==> config.mk <==
export PLATFORM = sky130hd
export DESIGN_NAME = nand_cmd_seq
export DESIGN_NICKNAME = d
export VERILOG_FILES = /design/src/rtl/nand_cmd_seq.sv
export SDC_FILE = /design/constraint.sdc
export NUM_CORES = 1
export LEC_CHECK = 0
export ABC_AREA = 1
export ABC_CLOCK_PERIOD_IN_PS = 5750
export BUFFER_PORTS_ARGS = -buffer_cell sky130_fd_sc_hd__buf_2
export CORE_UTILIZATION = 45
export CTS_CLUSTER_SIZE = 12
export DETAILED_ROUTE_END_ITERATION = 10
export SYNTH_ARGS = -nofsm -noshare
export SYNTH_HDL_FRONTEND = slang
export SYNTH_SLANG_ARGS = --single-unit
==> constraint.sdc <==
create_clock -name clk -period 5.75 [get_ports clk]
set_input_delay 0.575 -clock clk [delete_from_list [all_inputs] [get_ports clk]]
set_output_delay 0.575 -clock clk [all_outputs]
set_load 0.02 [all_outputs]
==> src/rtl/nand_cmd_seq.sv <==
module nand_cmd_seq #(
  parameter int WE_LOW_TICKS     = 2,
  parameter int WE_HIGH_TICKS    = 2,
  parameter int CHIP_DELAY_TICKS = 2500,
  parameter int CLK_PERIOD_NS    = 8,
  parameter int TCCS_DEFAULT_NS  = 500,
  parameter int SP_PAGE_BYTES    = 512,
  parameter int LP_PAGE_BYTES    = 2048
)(
  input  logic        clk,
  input  logic        rst_n,
  input  logic        req_valid,
  input  logic [7:0]  req_opcode,
  input  logic [15:0] req_col,
  input  logic        req_col_en,
  input  logic [23:0] req_row,
  input  logic        req_row_en,
  input  logic        cfg_large_page,
  input  logic        cfg_bus16,
  input  logic        cfg_row3,
  input  logic        cfg_has_rb,
  input  logic [7:0]  cfg_tccs_ticks,
  input  logic        wait_done,
  output logic        busy,
  output logic        seq_done,
  output logic        wait_start,
  output logic        nand_ce_n,
  output logic        nand_cle,
  output logic        nand_ale,
  output logic        nand_we_n,
  output logic [15:0] nand_io_out,
  output logic        nand_io_oe
);
  localparam int TCCS_DEFAULT_TICKS = (TCCS_DEFAULT_NS + CLK_PERIOD_NS - 1) / CLK_PERIOD_NS;
  localparam int SLOTS   = 8;
  localparam int IDX_W   = $clog2(SLOTS);
  localparam int MAX_A   = (CHIP_DELAY_TICKS > TCCS_DEFAULT_TICKS) ? CHIP_DELAY_TICKS : TCCS_DEFAULT_TICKS;
  localparam int MAX_B   = (WE_LOW_TICKS > WE_HIGH_TICKS) ? WE_LOW_TICKS : WE_HIGH_TICKS;
  localparam int MAX_C   = (MAX_A > MAX_B) ? MAX_A : MAX_B;
  localparam int CNT_MAX = (MAX_C > 256) ? MAX_C : 256;
  localparam int CNT_W   = $clog2(CNT_MAX + 1);

  localparam logic [7:0] OP_READ0   = 8'h00;
  localparam logic [7:0] OP_READ1   = 8'h01;
  localparam logic [7:0] OP_READOOB = 8'h50;
  localparam logic [7:0] OP_RSTART  = 8'h30;
  localparam logic [7:0] OP_RNDOUT  = 8'h05;
  localparam logic [7:0] OP_RNDOST  = 8'hE0;
  localparam logic [7:0] OP_RNDIN   = 8'h85;
  localparam logic [7:0] OP_SEQIN   = 8'h80;
  localparam logic [7:0] OP_PROG    = 8'h10;
  localparam logic [7:0] OP_CPROG   = 8'h15;
  localparam logic [7:0] OP_ERASE1  = 8'h60;
  localparam logic [7:0] OP_ERASE2  = 8'hD0;
  localparam logic [7:0] OP_STATUS  = 8'h70;
  localparam logic [7:0] OP_READID  = 8'h90;
  localparam logic [7:0] OP_PARAM   = 8'hEC;
  localparam logic [7:0] OP_GETFEAT = 8'hEE;
  localparam logic [7:0] OP_SETFEAT = 8'hEF;

  typedef enum logic [2:0] {S_IDLE, S_BUS, S_RBS, S_RBW, S_DLY, S_FIN} state_t;
  typedef enum logic [1:0] {P_NONE, P_READY, P_SETUP} post_t;
  typedef enum logic [1:0] {E_NONE, E_RB, E_DLY} end_t;

  state_t state_q;
  end_t   end_q;
  logic   phase_hi_q;
  logic [CNT_W-1:0] cnt_q, dly_q;
  logic [IDX_W-1:0] idx_q;
  logic [IDX_W:0]   len_q;
  logic [8:0]       slot_q [SLOTS];

  logic [8:0]       plan_slot [SLOTS];
  logic [IDX_W:0]   plan_len;
  post_t            plan_post;
  logic [7:0]       op_eff, ptr_op;
  logic [15:0]      col_eff, col_out;
  logic             eight_bit, no_wait_op, bare;

  always_comb begin
    for (int i = 0; i < SLOTS; i++) plan_slot[i] = '0;
    plan_len  = '0;
    plan_post = P_READY;
    op_eff    = req_opcode;
    col_eff   = req_col;
    ptr_op    = OP_READ0;
    if (cfg_large_page && req_opcode == OP_READOOB) begin
      op_eff  = OP_READ0;
      col_eff = req_col + 16'(LP_PAGE_BYTES);
    end
    if (!cfg_large_page && req_opcode == OP_SEQIN) begin
      if (req_col_en && req_col >= 16'(SP_PAGE_BYTES)) begin
        ptr_op  = OP_READOOB;
        col_eff = req_col - 16'(SP_PAGE_BYTES);
      end else if (req_col_en && req_col >= 16'd256) begin
        ptr_op  = OP_READ1;
        col_eff = req_col - 16'd256;
      end
      plan_slot[plan_len[IDX_W-1:0]] = {1'b1, ptr_op};
      plan_len = plan_len + 1'b1;
    end
    eight_bit = op_eff inside {OP_READID, OP_PARAM, OP_GETFEAT, OP_SETFEAT};
    col_out   = (cfg_bus16 && !eight_bit) ? (col_eff >> 1) : col_eff;
    plan_slot[plan_len[IDX_W-1:0]] = {1'b1, op_eff};
    plan_len = plan_len + 1'b1;
    if (req_col_en) begin
      plan_slot[plan_len[IDX_W-1:0]] = {1'b0, col_out[7:0]};
      plan_len = plan_len + 1'b1;
      if (cfg_large_page && !eight_bit) begin
        plan_slot[plan_len[IDX_W-1:0]] = {1'b0, col_out[15:8]};
        plan_len = plan_len + 1'b1;
      end
    end
    if (req_row_en) begin
      plan_slot[plan_len[IDX_W-1:0]] = {1'b0, req_row[7:0]};
      plan_len = plan_len + 1'b1;
      plan_slot[plan_len[IDX_W-1:0]] = {1'b0, req_row[15:8]};
      plan_len = plan_len + 1'b1;
      if (cfg_row3) begin
        plan_slot[plan_len[IDX_W-1:0]] = {1'b0, req_row[23:16]};
        plan_len = plan_len + 1'b1;
      end
    end
    bare       = !req_col_en && !req_row_en;
    no_wait_op = op_eff inside {OP_PROG, OP_CPROG, OP_ERASE1, OP_ERASE2,
                                OP_SEQIN, OP_STATUS, OP_READID, OP_SETFEAT};
    if (no_wait_op || (op_eff == OP_READ0 && bare)) begin
      plan_post = P_NONE;
    end else if (cfg_large_page && op_eff == OP_READ0) begin
      plan_slot[plan_len[IDX_W-1:0]] = {1'b1, OP_RSTART};
      plan_len = plan_len + 1'b1;
    end else if (cfg_large_page && op_eff == OP_RNDOUT) begin
      plan_slot[plan_len[IDX_W-1:0]] = {1'b1, OP_RNDOST};
      plan_len  = plan_len + 1'b1;
      plan_post = P_SETUP;
    end else if (cfg_large_page && op_eff == OP_RNDIN) begin
      plan_post = P_SETUP;
    end
  end

  logic [8:0] cur;
  assign cur = slot_q[idx_q];

  always_ff @(posedge clk) begin
    if (!rst_n) begin
      state_q    <= S_IDLE;
      end_q      <= E_NONE;
      phase_hi_q <= 1'b0;
      cnt_q      <= '0;
      dly_q      <= '0;
      idx_q      <= '0;
      len_q      <= '0;
      for (int i = 0; i < SLOTS; i++) slot_q[i] <= '0;
    end else begin
      case (state_q)
        S_IDLE: if (req_valid) begin
          for (int i = 0; i < SLOTS; i++) slot_q[i] <= plan_slot[i];
          len_q      <= plan_len;
          idx_q      <= '0;
          cnt_q      <= '0;
          phase_hi_q <= 1'b0;
          state_q    <= S_BUS;
          case (plan_post)
            P_NONE:  begin end_q <= E_NONE; dly_q <= '0; end
            P_READY: begin
              end_q <= cfg_has_rb ? E_RB : E_DLY;
              dly_q <= CNT_W'(CHIP_DELAY_TICKS);
            end
            default: begin
              end_q <= E_DLY;
              dly_q <= (cfg_tccs_ticks == 8'd0) ? CNT_W'(TCCS_DEFAULT_TICKS) : CNT_W'(cfg_tccs_ticks);
            end
          endcase
        end
        S_BUS: begin
          if (!phase_hi_q) begin
            if (cnt_q == CNT_W'(WE_LOW_TICKS - 1)) begin
              phase_hi_q <= 1'b1;
              cnt_q      <= '0;
            end else cnt_q <= cnt_q + 1'b1;
          end else if (cnt_q == CNT_W'(WE_HIGH_TICKS - 1)) begin
            cnt_q      <= '0;
            phase_hi_q <= 1'b0;
            if ({1'b0, idx_q} == len_q - 1'b1) begin
              case (end_q)
                E_RB:    state_q <= S_RBS;
                E_DLY:   state_q <= S_DLY;
                default: state_q <= S_FIN;
              endcase
            end else idx_q <= idx_q + 1'b1;
          end else cnt_q <= cnt_q + 1'b1;
        end
        S_RBS: state_q <= S_RBW;
        S_RBW: if (wait_done) state_q <= S_FIN;
        S_DLY: begin
          if (cnt_q == dly_q - 1'b1) begin
            cnt_q   <= '0;
            state_q <= S_FIN;
          end else cnt_q <= cnt_q + 1'b1;
        end
        default: state_q <= S_IDLE;
      endcase
    end
  end

  assign busy        = state_q != S_IDLE;
  assign seq_done    = state_q == S_FIN;
  assign wait_start  = state_q == S_RBS;
  assign nand_ce_n   = state_q == S_IDLE;
  assign nand_io_oe  = state_q == S_BUS;
  assign nand_cle    = nand_io_oe && cur[8];
  assign nand_ale    = nand_io_oe && !cur[8];
  assign nand_we_n   = !(nand_io_oe && !phase_hi_q);
  assign nand_io_out = nand_io_oe ? {8'h00, cur[7:0]} : 16'h0000;
endmodule

* Word level (Yosys, flattened, before mapping) *
Memories as Yosys holds them, arrays and structs flattened. A register that Yosys moved wholly into a read port is not among the register bits.
Index checks and enable logic that the tools add are counted.

operators by class
  $add $sub $neg = 14
  $lt $le $gt $ge = 16
  equality and inequality tests = 32
  muxes and demuxes = 90
  bitwise gates (word level) = 21
  reduce and logical (&&, ||, !) cells = 43

operator list
  cell                                                                           number
  72-bit 2-to-1 mux                                                              7
  72-bit bitwise mux                                                             6
  9-bit demux with 3-bit select                                                  7
  9-bit 2-to-1 mux                                                               16
  16-bit 2-to-1 mux                                                              5
  8-bit equality test (second input constant)                                    8
  48-bit AND                                                                     1
  48-bit NOT                                                                     1
  40-bit AND                                                                     1
  40-bit NOT                                                                     1
  12-bit 2-to-1 mux                                                              3
  3-bit 2-to-1 mux                                                               12
  12-bit one-hot mux with 3 select lines                                         1
  32-bit bitwise OR                                                              1
  4-bit by 1-bit adder with 4-bit output (second input constant)                 7
  4-bit greater-or-equal comparator (second input constant)                      7
  4-bit by 1-bit less-than comparator with 1-bit output (second input constant)  7
  4-bit 2-to-1 mux                                                               7
  3-bit NOT with 4-bit output                                                    7
  8-bit by 7-bit equality test with 1-bit output (second input constant)         3
  8-bit 2-to-1 mux                                                               3
  24-bit bitwise OR                                                              1
  12-bit one-hot mux with 2 select lines                                         1
  1-bit logical AND                                                              21
  other kinds (41)                                                               82

storage, ports and cells
  register bits after elaboration = 37
  memory bits (writable) = 72
  output and inout port bits = 24
  memories kept = 1

memory list
  memory  depth  width  read ports  clocked after Yosys merged registers in  wr ports  RTL line  RTL
  slot_q  8      9      1           1                                        8         71        logic [8:0] slot_q [SLOTS];

* Depth between registers and ports, before layout *
Gate-level depths: netlist (run 1).

  word-level depth = 25
  gate-level depth with buffers = 20
  depth with buffers taken out = 18

* Worst setup path after synthesis (run 1) *
Ideal clock, no wire load.

  path kind = register to register
  from = register state_q[0]
  to = memory slot_q[0][0] (enable)
  library setup time = 0.464 ns
  arrival = 3.315 ns
  data required time = 5.286 ns
  path slack = 1.971 ns
  stages on the path, launching flop included = 7
  path buffers = 1
  clock period less this slack = 3.779 ns
  path through = dfxtp_1 -> nor2_1 -> inv_1 -> nor2_2 -> nand2_1 -> nand2_1 -> clkbuf_1

RTL lines
  item                    RTL line  RTL
  start, declared         65        state_t state_q;
  start signal, assigned  146       state_q <= S_IDLE;
  start signal, assigned  162       state_q <= S_BUS;
  start signal, assigned  186       E_RB: state_q <= S_RBS;
  end, declared           71

* Final worst setup path (run 1) *
  from = input port req_opcode[1]
  to = register len_q[1]

between the ends
  cells in the longest elaborated chain, start to end = 18
  elaborated cells between the ends (all ways) = 40
  classes of those cells = add/sub: 7; eq/ne: 13; mux: 9; reduce/logical: 11

RTL lines
  item                                                                                             RTL line  RTL
  start, declared                                                                                  13        input logic [7:0] req_opcode,
  parallel branches: the longest is 17 deep, another holds 4-bit by 1-bit adder with 4-bit output  n/a
  4-bit 2-to-1 mux *                                                                               127       if (no_wait_op || (op_eff == OP_READ0 && bare)) begin
  end signal, assigned                                                                             158       len_q <= plan_len;
  end, declared                                                                                    70        logic [IDX_W:0] len_q;

Every way passes the cells marked *.
A chain may end at the register's enable or synchronous reset.

==> flow_summary.rst, run 1 <==
.. list-table::
   :header-rows: 1

   * - Metric
     - Value
   * - Status
     - completed
   * - RSZ-0062 raised after global routing
     - false
   * - Clock tree from TritonCTS
     - done
   * - Class of the tightest hold or removal check
     - in2reg
   * - Post-route minimum period
     - between 3 and 4 ns
   * - Post-synthesis xor/xnor area fraction
     - 0.0356
   * - Adder and majority cell fraction of the synthesized area
     - 0.0246
   * - Width of the chip
     - about 140 µm
   * - Largest stage delay, worst path
     - approximately 0.46 ns
   * - Crit. End Element
     - flip-flop
   * - Seq/Total Area, Yosys
     - 0.336
   * - Antenna cells
     - 0
   * - First-pass GRT wire length
     - about 43,000 µm
   * - Overflow left after global routing
     - 0
   * - Cell depth of the worst min-delay path
     - 3
   * - Sinks on the clock net
     - ~110
   * - Worst endpoint required time
     - 5.97 ns
   * - Post-Syn Area per Cell
     - just under 7 µm²
   * - Commonest register cell after synthesis
     - sky130_fd_sc_hd__edfxtp_1
   * - Max stage delay cell, worst path
     - sky130_fd_sc_hd__ha_1
   * - Post-synthesis simple-gate area fraction
     - 0.315
   * - Avg Vias per Cell
     - 5.65
   * - Critical Path Fanout Max
     - 21
   * - Final Setup Violations
     - 0
   * - Worst Path Class, Setup
     - in2reg
   * - Area of the mapped netlist
     - 0.00864 mm²
   * - Iteration-0 DRC Markers
     - roughly 970
   * - Origin of the critical flop-to-flop path
     - state_q[0]$_SDFFE_PN0P_
   * - Final Hold Violating Endpoints
     - 0
   * - Transition time of the tightest slew-check pin
     - between 0.9 and 1 ns
   * - Peak clock frequency supported by timing
     - approximately 270 MHz
   * - Post-detailed-placement half-perimeter wirelength
     - approximately 20,000 µm
   * - Vert. Die Dim
     - roughly 140 µm
   * - Count of unresolved DRC violations after routing
     - 0
   * - Worst path cell trace
     - buf_2 > inv_2 > nand2_1 > nor2_4 > nand4_4 > nand2_1 > buf_4 > nand2_2 > ha_1 > inv_1 > nand2_1 > nand3_2 > nand3_4 > nand2_1 > ha_1 > o21ai_0 > o22ai_1
   * - Min-Delay Endpoint
     - dly_q[2]$_SDFFE_PN0P_
   * - Count of pins over their slew limit
     - 0
   * - Number of iterations in the first detailed-routing pass
     - 5
   * - Number of enable-type register cells in the synthesized netlist
     - just over 70
   * - Post-route clock skew
     - ~0.014 ns
   * - Worst Min Path Start
     - cfg_tccs_ticks[2]
   * - Residual antenna-violating net count after detailed routing
     - 0
   * - Critical R2R Capture
     - slot_q[2][4]$_SDFFCE_PN0P_
   * - DIE AREA
     - between 0.015 and 0.02 mm²
   * - Total vias in the final route
     - 8,715
   * - Relative slew slack
     - 0.349
   * - Ratio of cells with drive above 1 in the final layout
     - 0.123
   * - Max_cap viols
     - 0
   * - Antenna violations before repair
     - 0
   * - Synth unique cells
     - between 50 and 60
   * - Clock-pin transition on the worst setup and hold timing paths
     - approximately 0.080 ns
   * - Pin count of the biggest net entering global routing
     - 53
   * - Share of synthesized registers carrying an async set or reset
     - 0
   * - Number of nets in the final layout
     - approximately 1,400
   * - Compound-gate portion of the synthesized area
     - 0.179
   * - GP Congestion
     - between 0.9 and 1
   * - Logic depth of the worst register-to-register path
     - 7
   * - Critical Path Most Common Cell
     - sky130_fd_sc_hd__nand2_1
   * - Drt wl/cell
     - 17.4 µm
   * - Leading cell types in the layout, fill and taps excluded
     - sky130_fd_sc_hd__nand2_1 (248), sky130_fd_sc_hd__nor2_1 (166), sky130_fd_sc_hd__inv_1 (149)
   * - Maximum vdd drop
     - 0.143 mV
   * - Total power
     - roughly 2700 µW
   * - Vias in the first global route
     - about 8,200
   * - Post-Synthesis Cells
     - roughly 1,300
   * - CP Data Arrival Time
     - between 3 and 4 ns
   * - Dominant combinational cell family by area after synthesis
     - simple AND/OR/NAND/NOR gates
   * - Worst hold margin
     - roughly 0.47 ns
   * - Port buffer count
     - 81
   * - Clock H-tree levels
     - 3
   * - Mux cell area share after synthesis
     - 0
   * - Syn. warnings
     - 0
   * - Source-to-sink clock delay at the later pin of the worst-skew pair
     - around 0.36 ns
   * - Ranking of synthesized cells by area
     - sky130_fd_sc_hd__edfxtp_1 (25%), sky130_fd_sc_hd__nand2_1 (11%), sky130_fd_sc_hd__dfxtp_1 (8.6%)
   * - Post-synthesis cell type with the largest combined area
     - sky130_fd_sc_hd__edfxtp_1
   * - Number of buffers inserted during clock tree synthesis
     - 9
   * - Period Utilization, post-route
     - 0.652
   * - Count of standard-cell rows
     - 50
   * - Core area
     - about 0.019 mm²
   * - CTS Buffer Depth
     - 2
   * - Number of cells upsized or downsized after cts
     - 0
   * - R2r setup slk
     - between 2 and 3 ns
   * - Library cell used as clock root buffer
     - sky130_fd_sc_hd__clkbuf_16
   * - Commonest non-fill, non-tap cell in the layout
     - sky130_fd_sc_hd__nand2_1
   * - Minimum setup slack in the final design
     - between 2 and 2.5 ns
   * - Setup_tns
     - 0 ns
   * - Initial standard-cell utilization of the core
     - 0.461
   * - Share of the synthesized area in the top cell type
     - 0.250
   * - Leakage power summed over all cells
     - approximately 0.0043 µW
   * - Power per Cell Area
     - between 200 and 300 mW/mm²
   * - Wire length after detailed routing
     - about 27,000 µm
   * - Area overhead of the layout relative to synthesis
     - 8.68%
   * - Critical path launch point type
     - input port
   * - Post-Place Setup Slack
     - between 1.5 and 2 ns
   * - Number of register bits inferred by synthesis
     - approximately 110
   * - FILL cells
     - 1,909
   * - Post-CTS setup buffer count
     - 0
   * - Total GRT Usage
     - 0.279
   * - Post-CTS Hold Buffers
     - 0
   * - Io pins
     - 90
==> sequential cells by signal, indices dropped and copies added, names as in the netlist, named ones only <==
signal,flops
slot_q,72
idx_q,3
len_q,4
phase_hi_q,1
end_q,2
dly_q,9
cnt_q,12
state_q,3
==> per-layer routing <==
| metal | up-vias | routed length [µm] | GRT usage | share of wire |
|---|---|---|---|---|
| met3 | 50 | 1710 | 0.0397 | 0.064 |
| met1 | 4024 | 12300 | 0.383 | 0.46 |
| met2 | 330 | 12300 | 0.455 | 0.46 |
| met5 | - | 0 | 0 | 0 |
| met4 | 0 | 626 | 0.0847 | 0.023 |
| li1 | 4311 | - | - | - |
==> final cells by class <==
cell class / count / area, µm² / area share
multi-input cells: 934 / 4830 / 0.514
flip-flops and latches: 109 / 2900 / 0.309
inverters: 165 / 622 / 0.0662
repair buffers: 85 / 435 / 0.0463
well taps: 234 / 293 / 0.0312
clock buffers: 10 / 250 / 0.0266
clock inverters: 6 / 58.8 / 0.00626
==> power by group <==
part	switching (µW)	internal, µW
Clock	327	332
Sequential	74.6	988
Combinational	698	288
==> critical path, delay by kind of cell <==
family / cells / cell delay [ns]
AND/OR/NAND/NOR: 9 / 1.61
AO/OA/AOI/OAI: 2 / 0.25
adder cells (fa/ha/maj): 2 / 0.71
buffers and inverters: 4 / 0.79
==> synthesized netlist by cell type (2+ instances only) <==
cell type                  number
sky130_fd_sc_hd__clkinv_1       3
sky130_fd_sc_hd__nor2_4         5
sky130_fd_sc_hd__buf_2          7
sky130_fd_sc_hd__nor2_2         9
sky130_fd_sc_hd__a21oi_1       44
sky130_fd_sc_hd__dfxtp_1       37
sky130_fd_sc_hd__xnor2_1        4
sky130_fd_sc_hd__nand2_2        8
sky130_fd_sc_hd__o211ai_1      14
sky130_fd_sc_hd__o221ai_1       5
sky130_fd_sc_hd__nand2_4        3
sky130_fd_sc_hd__buf_6          4
sky130_fd_sc_hd__nand3_2        6
sky130_fd_sc_hd__inv_2         12
sky130_fd_sc_hd__o31ai_1        4
sky130_fd_sc_hd__ha_1          17
sky130_fd_sc_hd__inv_1        149
sky130_fd_sc_hd__xor2_1        28
sky130_fd_sc_hd__o21a_1         4
sky130_fd_sc_hd__or2_2          3
sky130_fd_sc_hd__o22ai_1       34
sky130_fd_sc_hd__o21ai_2        2
sky130_fd_sc_hd__nand3_4        2
sky130_fd_sc_hd__nand4_1       19
sky130_fd_sc_hd__nor2_1       166
sky130_fd_sc_hd__buf_1          3
sky130_fd_sc_hd__o21ai_1        5
sky130_fd_sc_hd__a21oi_2        2
sky130_fd_sc_hd__nor3_1        18
sky130_fd_sc_hd__nand2_1      249
sky130_fd_sc_hd__nand3_1      110
sky130_fd_sc_hd__clkbuf_1      29
sky130_fd_sc_hd__buf_4         14
sky130_fd_sc_hd__nor4_1         5
sky130_fd_sc_hd__a211oi_1      10
sky130_fd_sc_hd__a31oi_1       15
sky130_fd_sc_hd__o21ai_0      118
sky130_fd_sc_hd__edfxtp_1      72
==> worst max-delay path by stage <==
| stage | start | to | slack [ns] | depth (start not counted) |
|---|---|---|---|---|
| 2_1_floorplan | state_q[0]$_SDFFE_PN0P_ | slot_q[0][0]$_SDFFCE_PN0P_ | 1.97 | 6 |
| 3_3_place_gp | req_opcode[2] | len_q[1]$_SDFFE_PN0P_ | 1.84 | 17 |
| 3_5_place_dp | req_opcode[1] | len_q[1]$_SDFFE_PN0P_ | 1.72 | 17 |
| 4_1_cts | req_opcode[1] | len_q[1]$_SDFFE_PN0P_ | 2.09 | 17 |
| 5_1_grt | req_opcode[2] | slot_q[6][7]$_SDFFCE_PN0P_ | 1.72 | 17 |
| 6_report | req_opcode[1] | len_q[1]$_SDFFE_PN0P_ | 2.00 | 17 |
==> through the flow <==
step	instance area, µm²	util	cells
after global placement	9090	0.484	1527
final	9400	0.501	1543
after global routing	9400	0.501	1543
after floorplan	8670	-	1267
after CTS	9400	0.501	1543
after detailed placement	9090	0.484	1527
==> logic make-up (layout without fill, tap and decap cells) <==
kind of cell / after synthesis / count (layout)
other: 1 / 9
AOI/OAI and AO/OA: 266 / 266
adders and majority gates: 17 / 17
and+or+nand+nor: 609 / 609
buffers and inverters: 224 / 266
xor gates and xnor gates: 33 / 33
DFF: 109 / 109
(Power assumes the default switching activity.)
==> run 2: changes to the inputs <==
- ABC_AREA: 1 -> 0
- ABC_CLOCK_PERIOD_IN_PS: 5750 -> 3300
- PLACE_DENSITY: not set -> 0.66
- clock period: 5.75 -> 3.3 ns (I/O delays scaled with it)
==> run 2 against run 1 <==
Against the previous run:
- critical path depth down 8
- sequential cell count unchanged
- sequential power is 86% higher
- via count shrank 14%
- design area decreased by 3.0%
- synthesized area is 7.7% lower
- non-clock buffer count increased by 50
- combinational power is 69% higher
- clock power increased by 64%
- global-route usage down 0.93 points
- largest cell class unchanged
==> flow_summary.rst, run 2 <==
.. list-table::
   :header-rows: 1

   * - Metric
     - Value
   * - Status
     - completed
   * - Source-to-sink clock delay at the later pin of the worst-skew pair
     - 0.35 ns (about the same)
   * - Avg Vias per Cell
     - 6.21 (+10%)
   * - Post-Syn Area per Cell
     - 9.00 µm² (+31%)
   * - Worst endpoint required time
     - 3.58 ns (-2.39 ns)
   * - Commonest register cell after synthesis
     - sky130_fd_sc_hd__edfxtp_1
   * - Final Setup Violations
     - 0 (unchanged)
   * - Io pins
     - 90 (unchanged)
   * - Synth unique cells
     - 88 (+52%)
   * - Residual antenna-violating net count after detailed routing
     - 0 (unchanged)
   * - Max_cap viols
     - 0 (unchanged)
   * - Period Utilization, post-route
     - 0.926
   * - Share of synthesized registers carrying an async set or reset
     - 0 (unchanged)
   * - Final cell count without fillers
     - 1,201 (-22%)
   * - Antenna cells
     - 0 (unchanged)
   * - Maximum vdd drop
     - 0.390 mV (+170%)
   * - Count of unresolved DRC violations after routing
     - 0 (unchanged)
   * - Largest register FFs
     - 72 (unchanged)
   * - First-pass GRT wire length
     - 37,500 µm (-13%)
   * - Share of the synthesized area in the top cell type
     - 0.271 (+0.0209)
   * - Number of register bits inferred by synthesis
     - 109 (unchanged)
   * - Number of buffers inserted during clock tree synthesis
     - 9 (unchanged)
   * - Final Hold Violating Endpoints
     - 0 (unchanged)
   * - R2r setup slk
     - 0.24 ns (-2.59 ns)
   * - Critical Path Fanout Max
     - 12 (-43%)
   * - Area overhead of the layout relative to synthesis
     - 14.2%
   * - Leakage power summed over all cells
     - 0.00344 µW (-20%)
   * - Post-detailed-placement half-perimeter wirelength
     - 18,200 µm (-9.4%)
   * - Library cell used as clock root buffer
     - sky130_fd_sc_hd__clkbuf_16
   * - Syn. warnings
     - 0 (unchanged)
   * - RSZ-0062 raised after global routing
     - false
   * - Top post-synthesis cells by count
     - sky130_fd_sc_hd__nor2_1 (88), sky130_fd_sc_hd__nand2_1 (77), sky130_fd_sc_hd__edfxtp_1 (72), sky130_fd_sc_hd__a21oi_1 (53), sky130_fd_sc_hd__clkbuf_1 (43)
   * - Transition time of the tightest slew-check pin
     - 0.931 ns (-0.0413 ns)
   * - Clock-pin transition on the worst setup and hold timing paths
     - 0.07 ns (about the same)
   * - Count of standard-cell rows
     - 48 (-4.0%)
   * - Seq/Total Area, Yosys
     - 0.364 (+0.0281)
   * - Peak clock frequency supported by timing
     - approximately 330 MHz
   * - Minimum setup slack in the final design
     - 0.244 ns (-1.76 ns)
   * - Area of the mapped netlist
     - 0.00798 mm² (-7.7%)
   * - Sinks on the clock net
     - 109 (unchanged)
   * - Total vias in the final route
     - 7,463 (-14%)
   * - Clock H-tree levels
     - 3 (unchanged)
   * - Number of cells upsized or downsized after cts
     - 0 (unchanged)
   * - Worst hold margin
     - 0.235 ns (-0.231 ns)
   * - Iteration-0 DRC Markers
     - 923 (-4.6%)
   * - Worst Path Class, Setup
     - reg2reg
   * - Post-CTS Hold Buffers
     - 0 (unchanged)
   * - CTS Buffer Depth
     - 2 (unchanged)
   * - Biggest registers after layout
     - slot_q (72), cnt_q (12), dly_q (9)
   * - GP Congestion
     - 0.939 (+1.8%)
   * - Number of iterations in the first detailed-routing pass
     - 8 (+3)
   * - FILL cells
     - 1,636 (-14%)
   * - Leading cell types in the layout, fill and taps excluded
     - sky130_fd_sc_hd__nor2_1 (88), sky130_fd_sc_hd__buf_2 (81), sky130_fd_sc_hd__nand2_1 (77)
   * - Power per Cell Area
     - 517 mW/mm² (+79%)
   * - Port buffer count
     - 81 (unchanged)
   * - Post-placement cell count
     - 1,185 (-22%)
   * - Post-synthesis cell type with the largest combined area
     - sky130_fd_sc_hd__edfxtp_1
   * - Count of pins over their slew limit
     - 0 (unchanged)
   * - Commonest non-fill, non-tap cell in the layout
     - sky130_fd_sc_hd__nor2_1
   * - Crit. End Element
     - flip-flop
   * - Pin count of the biggest net entering global routing
     - 76 (+43%)
   * - Drt wl/cell
     - 20.3 µm (+16%)
   * - Vias in the first global route
     - 6,625 (-19%)
   * - Overflow left after global routing
     - 0 (unchanged)
   * - DIE AREA
     - 0.0183 mm² (-7.6%)
   * - Antenna violations before repair
     - 0 (unchanged)
   * - Vert. Die Dim
     - 135 µm (-3.9%)
   * - Critical path launch point type
     - flip-flop
   * - Initial standard-cell utilization of the core
     - 0.461 (+0.000627)
   * - Relative slew slack
     - 0.380 (+0.0304)
   * - Register with the most flip-flops
     - slot_q
   * - Core area
     - 0.0173 mm² (-7.8%)
   * - Post-Place Setup Slack
     - 0.0213 ns (-1.69 ns)
   * - Most used standard cell by instance count after synthesis
     - sky130_fd_sc_hd__nor2_1
   * - Total GRT Usage
     - 0.269 (-0.00929)
   * - Post-route minimum period
     - a little over 3 ns
   * - Ranking of synthesized cells by area
     - sky130_fd_sc_hd__edfxtp_1 (27%), sky130_fd_sc_hd__dfxtp_1 (9.3%), sky130_fd_sc_hd__mux4_2 (5.1%)
   * - Setup_tns
     - 0 ns (unchanged)
   * - Clock tree from TritonCTS
     - done
   * - Wire length after detailed routing
     - 24,300 µm (-9.5%)
   * - Post-Synthesis Cells
     - 886 (-30%)
   * - Number of enable-type register cells in the synthesized netlist
     - 72 (unchanged)
   * - Number of nets in the final layout
     - 1,053 (-24%)
   * - Post-CTS setup buffer count
     - 0 (unchanged)
   * - Post-route clock skew
     - 0.0132 ns (-0.000394 ns)
   * - CP Data Arrival Time
     - 3.34 ns (-0.62 ns)
   * - Class of the tightest hold or removal check
     - in2reg
   * - Width of the chip
     - 135 µm (-3.9%)
   * - Ratio of cells with drive above 1 in the final layout
     - 0.208 (+0.0850)
run 2: cell types whose count changed in the layout (fill, tap and decap cells not counted), moves of 29 or more:
cell                      before  now
sky130_fd_sc_hd__nand2_1     248   77
sky130_fd_sc_hd__inv_1       149   31
sky130_fd_sc_hd__o21ai_0     118   38
sky130_fd_sc_hd__nor2_1      166   88
sky130_fd_sc_hd__nand3_1     110   34
sky130_fd_sc_hd__buf_4         4   52
sky130_fd_sc_hd__mux2i_1       0   29
run 2: area by class of cell:
type,instances,area [µm²],area share
Clock inverter,4,48.8,0.00535
Inverter,34,130,0.0143
Timing Repair Buffer,135,836,0.0917
Multi-Input combinational cell,682,4680,0.513
Tap cell,225,282,0.0309
Sequential cell,109,2900,0.319
Clock buffer,12,239,0.0262
run 2: path summary, 6_finish.rpt:
kind | startpoint | endpoint | cells past startpoint
worst max-delay path | dly_q[0]$_SDFFE_PN0P_ | cnt_q[5]$_SDFFE_PN0P_ | 9
worst min-delay path | cfg_has_rb | end_q[0]$_SDFFE_PN0P_ | 2
worst max register to register | dly_q[0]$_SDFFE_PN0P_ | cnt_q[5]$_SDFFE_PN0P_ | 9
worst min register to register | dly_q[6]$_SDFFE_PN0P_ | dly_q[6]$_SDFFE_PN0P_ | 2
run 2: power breakdown:
part	total (µW)	internal (µW)	switching, µW
clock network	1080	595	480
registers	1970	1770	201
logic	1670	676	993
run 2: metrics by stage:
| stage | cell area (µm²) | power [µW] | util |
|---|---|---|---|
| 2_1_floorplan | 8030 | 3120 | - |
| 3_3_place_gp | 8830 | 3630 | 0.510 |
| 3_5_place_dp | 8830 | 3650 | 0.510 |
| 4_1_cts | 9110 | 4720 | 0.527 |
| 5_1_grt | 9110 | 4970 | 0.527 |
| 6_report | 9110 | 4710 | 0.527 |
run 2: cells by family after synthesis:
kind of cell	Yosys count	share of synthesized area
DFF	109	0.364
muxes	48	0.0886
and+or+nand+nor	327	0.210
xor gates and xnor gates	29	0.0328
AOI/OAI and AO/OA	253	0.223
buffers and inverters	103	0.0555
adders and majority gates	16	0.0251
other	1	0.000470
run 2: metal layers:
layer,GRT usage,vias up,share of wire
met2,0.388,393,0.43
met4,0.0880,0,0.025
met1,0.412,3495,0.46
met3,0.0359,53,0.089
li1,-,3522,-
met5,0,-,0
run 2: critical path: stages (launching register included):
cell and delay [ns]:
sky130_fd_sc_hd__dfxtp_1 0.38, sky130_fd_sc_hd__inv_1 0.11, sky130_fd_sc_hd__ha_1 0.31, sky130_fd_sc_hd__or4b_1 0.46, sky130_fd_sc_hd__and4_1 0.20, sky130_fd_sc_hd__o21bai_1 0.24
sky130_fd_sc_hd__a211oi_1 0.18, sky130_fd_sc_hd__a2111oi_4 0.74, sky130_fd_sc_hd__o21ai_0 0.21, sky130_fd_sc_hd__a21oi_1 0.16
==> run 3: changes to the inputs <==
- ABC_CLOCK_PERIOD_IN_PS: 3300 -> 3650
- CTS_BUF_LIST: not set -> sky130_fd_sc_hd__clkbuf_2
- PLACE_DENSITY: 0.66 -> not set
- SETUP_SLACK_MARGIN: not set -> 0.15
- clock period: 3.3 -> 3.65 ns (I/O delays scaled with it)
==> run 3 against run 2 <==
Against the previous run:
- global-route usage grew 0.82 points
- design area is 2.5% lower
- die area unchanged
- non-clock buffer count down 7
- maximum frequency rose by 0.71%
- sequential cell count unchanged
- sequential share of layout area rose by 0.81 points
- utilization fell by 1.3 points
- setup slack better by 0.37 ns
- critical path type unchanged
- largest power group unchanged
==> flow_summary.rst, run 3 (synthesized netlist as in run 2, its figures left out) <==
.. list-table::
   :header-rows: 1

   * - Metric
     - Value
   * - CTS Buffer Depth
     - 2 (unchanged)
   * - Core area
     - 0.0173 mm² (unchanged)
   * - Number of iterations in the first detailed-routing pass
     - 8 (unchanged)
   * - Port buffer count
     - 81 (unchanged)
   * - Relative slew slack
     - 0.347 (-0.0321)
   * - Class of the tightest hold or removal check
     - in2reg
   * - Number of buffers inserted during clock tree synthesis
     - 9 (unchanged)
   * - Avg Vias per Cell
     - 6.25 (+0.57%)
   * - CP Data Arrival Time
     - 3.53 ns (+0.19 ns)
   * - Initial standard-cell utilization of the core
     - 0.461 (unchanged)
   * - Power per Cell Area
     - 439 mW/mm² (-15%)
   * - Clock tree from TritonCTS
     - done
   * - Maximum vdd drop
     - 0.356 mV (-8.7%)
   * - Post-detailed-placement half-perimeter wirelength
     - 18,600 µm (+2.1%)
   * - Sequential share of power
     - 0.455 (+0.037)
   * - Post-route minimum period
     - 3.03 ns (-0.0216 ns)
   * - Leakage power summed over all cells
     - 0.00333 µW (-3.2%)
   * - Iteration-0 DRC Markers
     - 758 (-18%)
   * - Sinks on the clock net
     - 109 (unchanged)
   * - Critical path launch point type
     - flip-flop
   * - RSZ-0062 raised after global routing
     - false
   * - Vias in the first global route
     - 6,729 (+1.6%)
   * - Total vias in the final route
     - 7,468 (+0.067%)
   * - Vert. Die Dim
     - 135 µm (unchanged)
   * - Largest register FFs
     - 72 (unchanged)
   * - Power spent charging and discharging nets
     - 1480 µW (-12%)
   * - Cell area after placement
     - 0.00866 mm² (-1.8%)
   * - Final Setup Violations
     - 0 (unchanged)
   * - Buf/Inv on CP
     - 1 (unchanged)
   * - Total GRT Usage
     - 0.278 (+0.00820)
   * - Antenna violations before repair
     - 1 (+1)
   * - Clock H-tree levels
     - 3 (unchanged)
   * - Worst path cell trace
     - inv_1 > ha_1 > nor4b_1 > o211ai_1 > a2111o_1 > a311oi_2 > a21oi_1 > nand3_1 > o311ai_0
   * - Source-to-sink clock delay at the later pin of the worst-skew pair
     - 0.60 ns (+0.25 ns)
   * - Drt wl/cell
     - 20.7 µm (+2.2%)
   * - Clock share of power
     - 0.161 (-0.067)
   * - Proportion of power drawn by combinational gates
     - 0.383 (+0.029)
   * - Crit. End Element
     - flip-flop
   * - DIE AREA
     - 0.0183 mm² (unchanged)
   * - Worst Path Class, Setup
     - reg2reg
   * - Period Utilization, post-route
     - 0.831 (-0.0947)
   * - Largest stage delay, worst path
     - 0.46 ns (-0.28 ns)
   * - Area overhead of the layout relative to synthesis
     - 11.4%
   * - Count of pins over their slew limit
     - 0 (unchanged)
   * - Register with the most flip-flops
     - slot_q
   * - Critical Path Fanout Max
     - 8 (-4)
   * - Switching share of power
     - 0.379 (+0.0236)
   * - Leading cell types in the layout, fill and taps excluded
     - sky130_fd_sc_hd__nor2_1 (88), sky130_fd_sc_hd__buf_2 (81), sky130_fd_sc_hd__nand2_1 (77)
   * - Io pins
     - 90 (unchanged)
   * - Int Power
     - 2420 µW (-20%)
   * - Post-CTS setup buffer count
     - 0 (unchanged)
   * - Library cell used as clock root buffer
     - sky130_fd_sc_hd__clkbuf_2
   * - Peak clock frequency supported by timing
     - 330 MHz (+0.71%)
   * - Count of standard-cell rows
     - 48 (unchanged)
   * - Overflow left after global routing
     - 0 (unchanged)
   * - Post-route standard cell area excluding fillers
     - 0.00889 mm² (-2.5%)
   * - GP Congestion
     - 0.934 (-0.56%)
   * - Dominant delay contributor by cell family on the critical path
     - compound AO/OA/AOI/OAI gates
   * - Number of cells upsized or downsized after cts
     - 0 (unchanged)
   * - Max stage delay cell, worst path
     - sky130_fd_sc_hd__nor4b_1
   * - Residual antenna-violating net count after detailed routing
     - 0 (unchanged)
   * - Commonest non-fill, non-tap cell in the layout
     - sky130_fd_sc_hd__nor2_1
   * - Max_cap viols
     - 0 (unchanged)
   * - Worst endpoint required time
     - 4.15 ns (+0.57 ns)
   * - First-pass GRT wire length
     - 38,200 µm (+2.1%)
   * - Final Hold Violating Endpoints
     - 0 (unchanged)
   * - Pin count of the biggest net entering global routing
     - 79 (+3.9%)
   * - Width of the chip
     - 135 µm (unchanged)
   * - Transition time of the tightest slew-check pin
     - 0.979 ns (+0.0482 ns)
   * - Clock-pin transition on the worst setup and hold timing paths
     - 0.30 ns (+0.23 ns)
   * - Post-route clock skew
     - 0.0414 ns (+0.0283 ns)
   * - Count of unresolved DRC violations after routing
     - 0 (unchanged)
   * - Wire length after detailed routing
     - 24,700 µm (+1.6%)
   * - Status
     - completed
   * - Ratio of cells with drive above 1 in the final layout
     - 0.192 (-0.0160)
   * - Biggest registers after layout
     - slot_q (72), cnt_q (12), dly_q (9)
   * - Number of nets in the final layout
     - 1,046 (-0.66%)
   * - Setup_tns
     - 0 ns (unchanged)
[run 3: worst paths after layout]
path | startpoint | to | slack [ns] | depth (start not counted)
worst min-delay path | rst_n | state_q[0]$_SDFFE_PN0P_ | 0.11 | 2
worst min register to register | dly_q[6]$_SDFFE_PN0P_ | dly_q[6]$_SDFFE_PN0P_ | 0.52 | 2
worst max-delay path | dly_q[0]$_SDFFE_PN0P_ | cnt_q[11]$_SDFFE_PN0P_ | 0.62 | 9
worst max register to register | dly_q[0]$_SDFFE_PN0P_ | cnt_q[11]$_SDFFE_PN0P_ | 0.62 | 9
[run 3: what timing repair did]
item / in CTS / in global routing
hold buffers: 9 / 0
endpoints found under the setup margin: 0 / 0
endpoints found under the hold margin: 10 / 0
[run 3: cell type report]
cell class	count	area, µm²
Tap cell	225	282
Inverter	34	128
Fill cell	1655	8410
Clock buffer	11	55.1
Sequential cell	109	2900
Timing Repair Buffer	128	781
Antenna cell	1	2.50
Multi-Input combinational cell	682	4660
Clock inverter	5	75.1
[run 3: metrics by stage]
step	worst slack, ns	utilization	power (µW)	hold WS, ns	std cells
after floorplan	0.156	-	2820	0.449	894
after global placement	0.260	0.501	3280	0.481	1169
after detailed placement	0.209	0.501	3290	0.490	1169
after CTS	0.480	0.514	3920	0.0515	1194
after global routing	0.331	0.514	4140	0.0587	1195
final	0.616	0.514	3900	0.113	1195
[run 3: power groups by stage]
stage | registers [µW] | clock network (µW) | logic, µW
after global placement | 1800 | 0 | 1470
after floorplan | 1720 | 0 | 1100
after detailed placement | 1810 | 0 | 1480
after global routing | 1810 | 684 | 1640
final | 1780 | 629 | 1500
after CTS | 1780 | 643 | 1500
[run 3: layer usage]
layer,part of all wire,vias to the layer above,GRT usage
li1,-,3514,-
met1,0.44,3535,0.391
met2,0.46,371,0.427
met3,0.077,48,0.0441
met4,0.029,0,0.109
met5,0,-,0
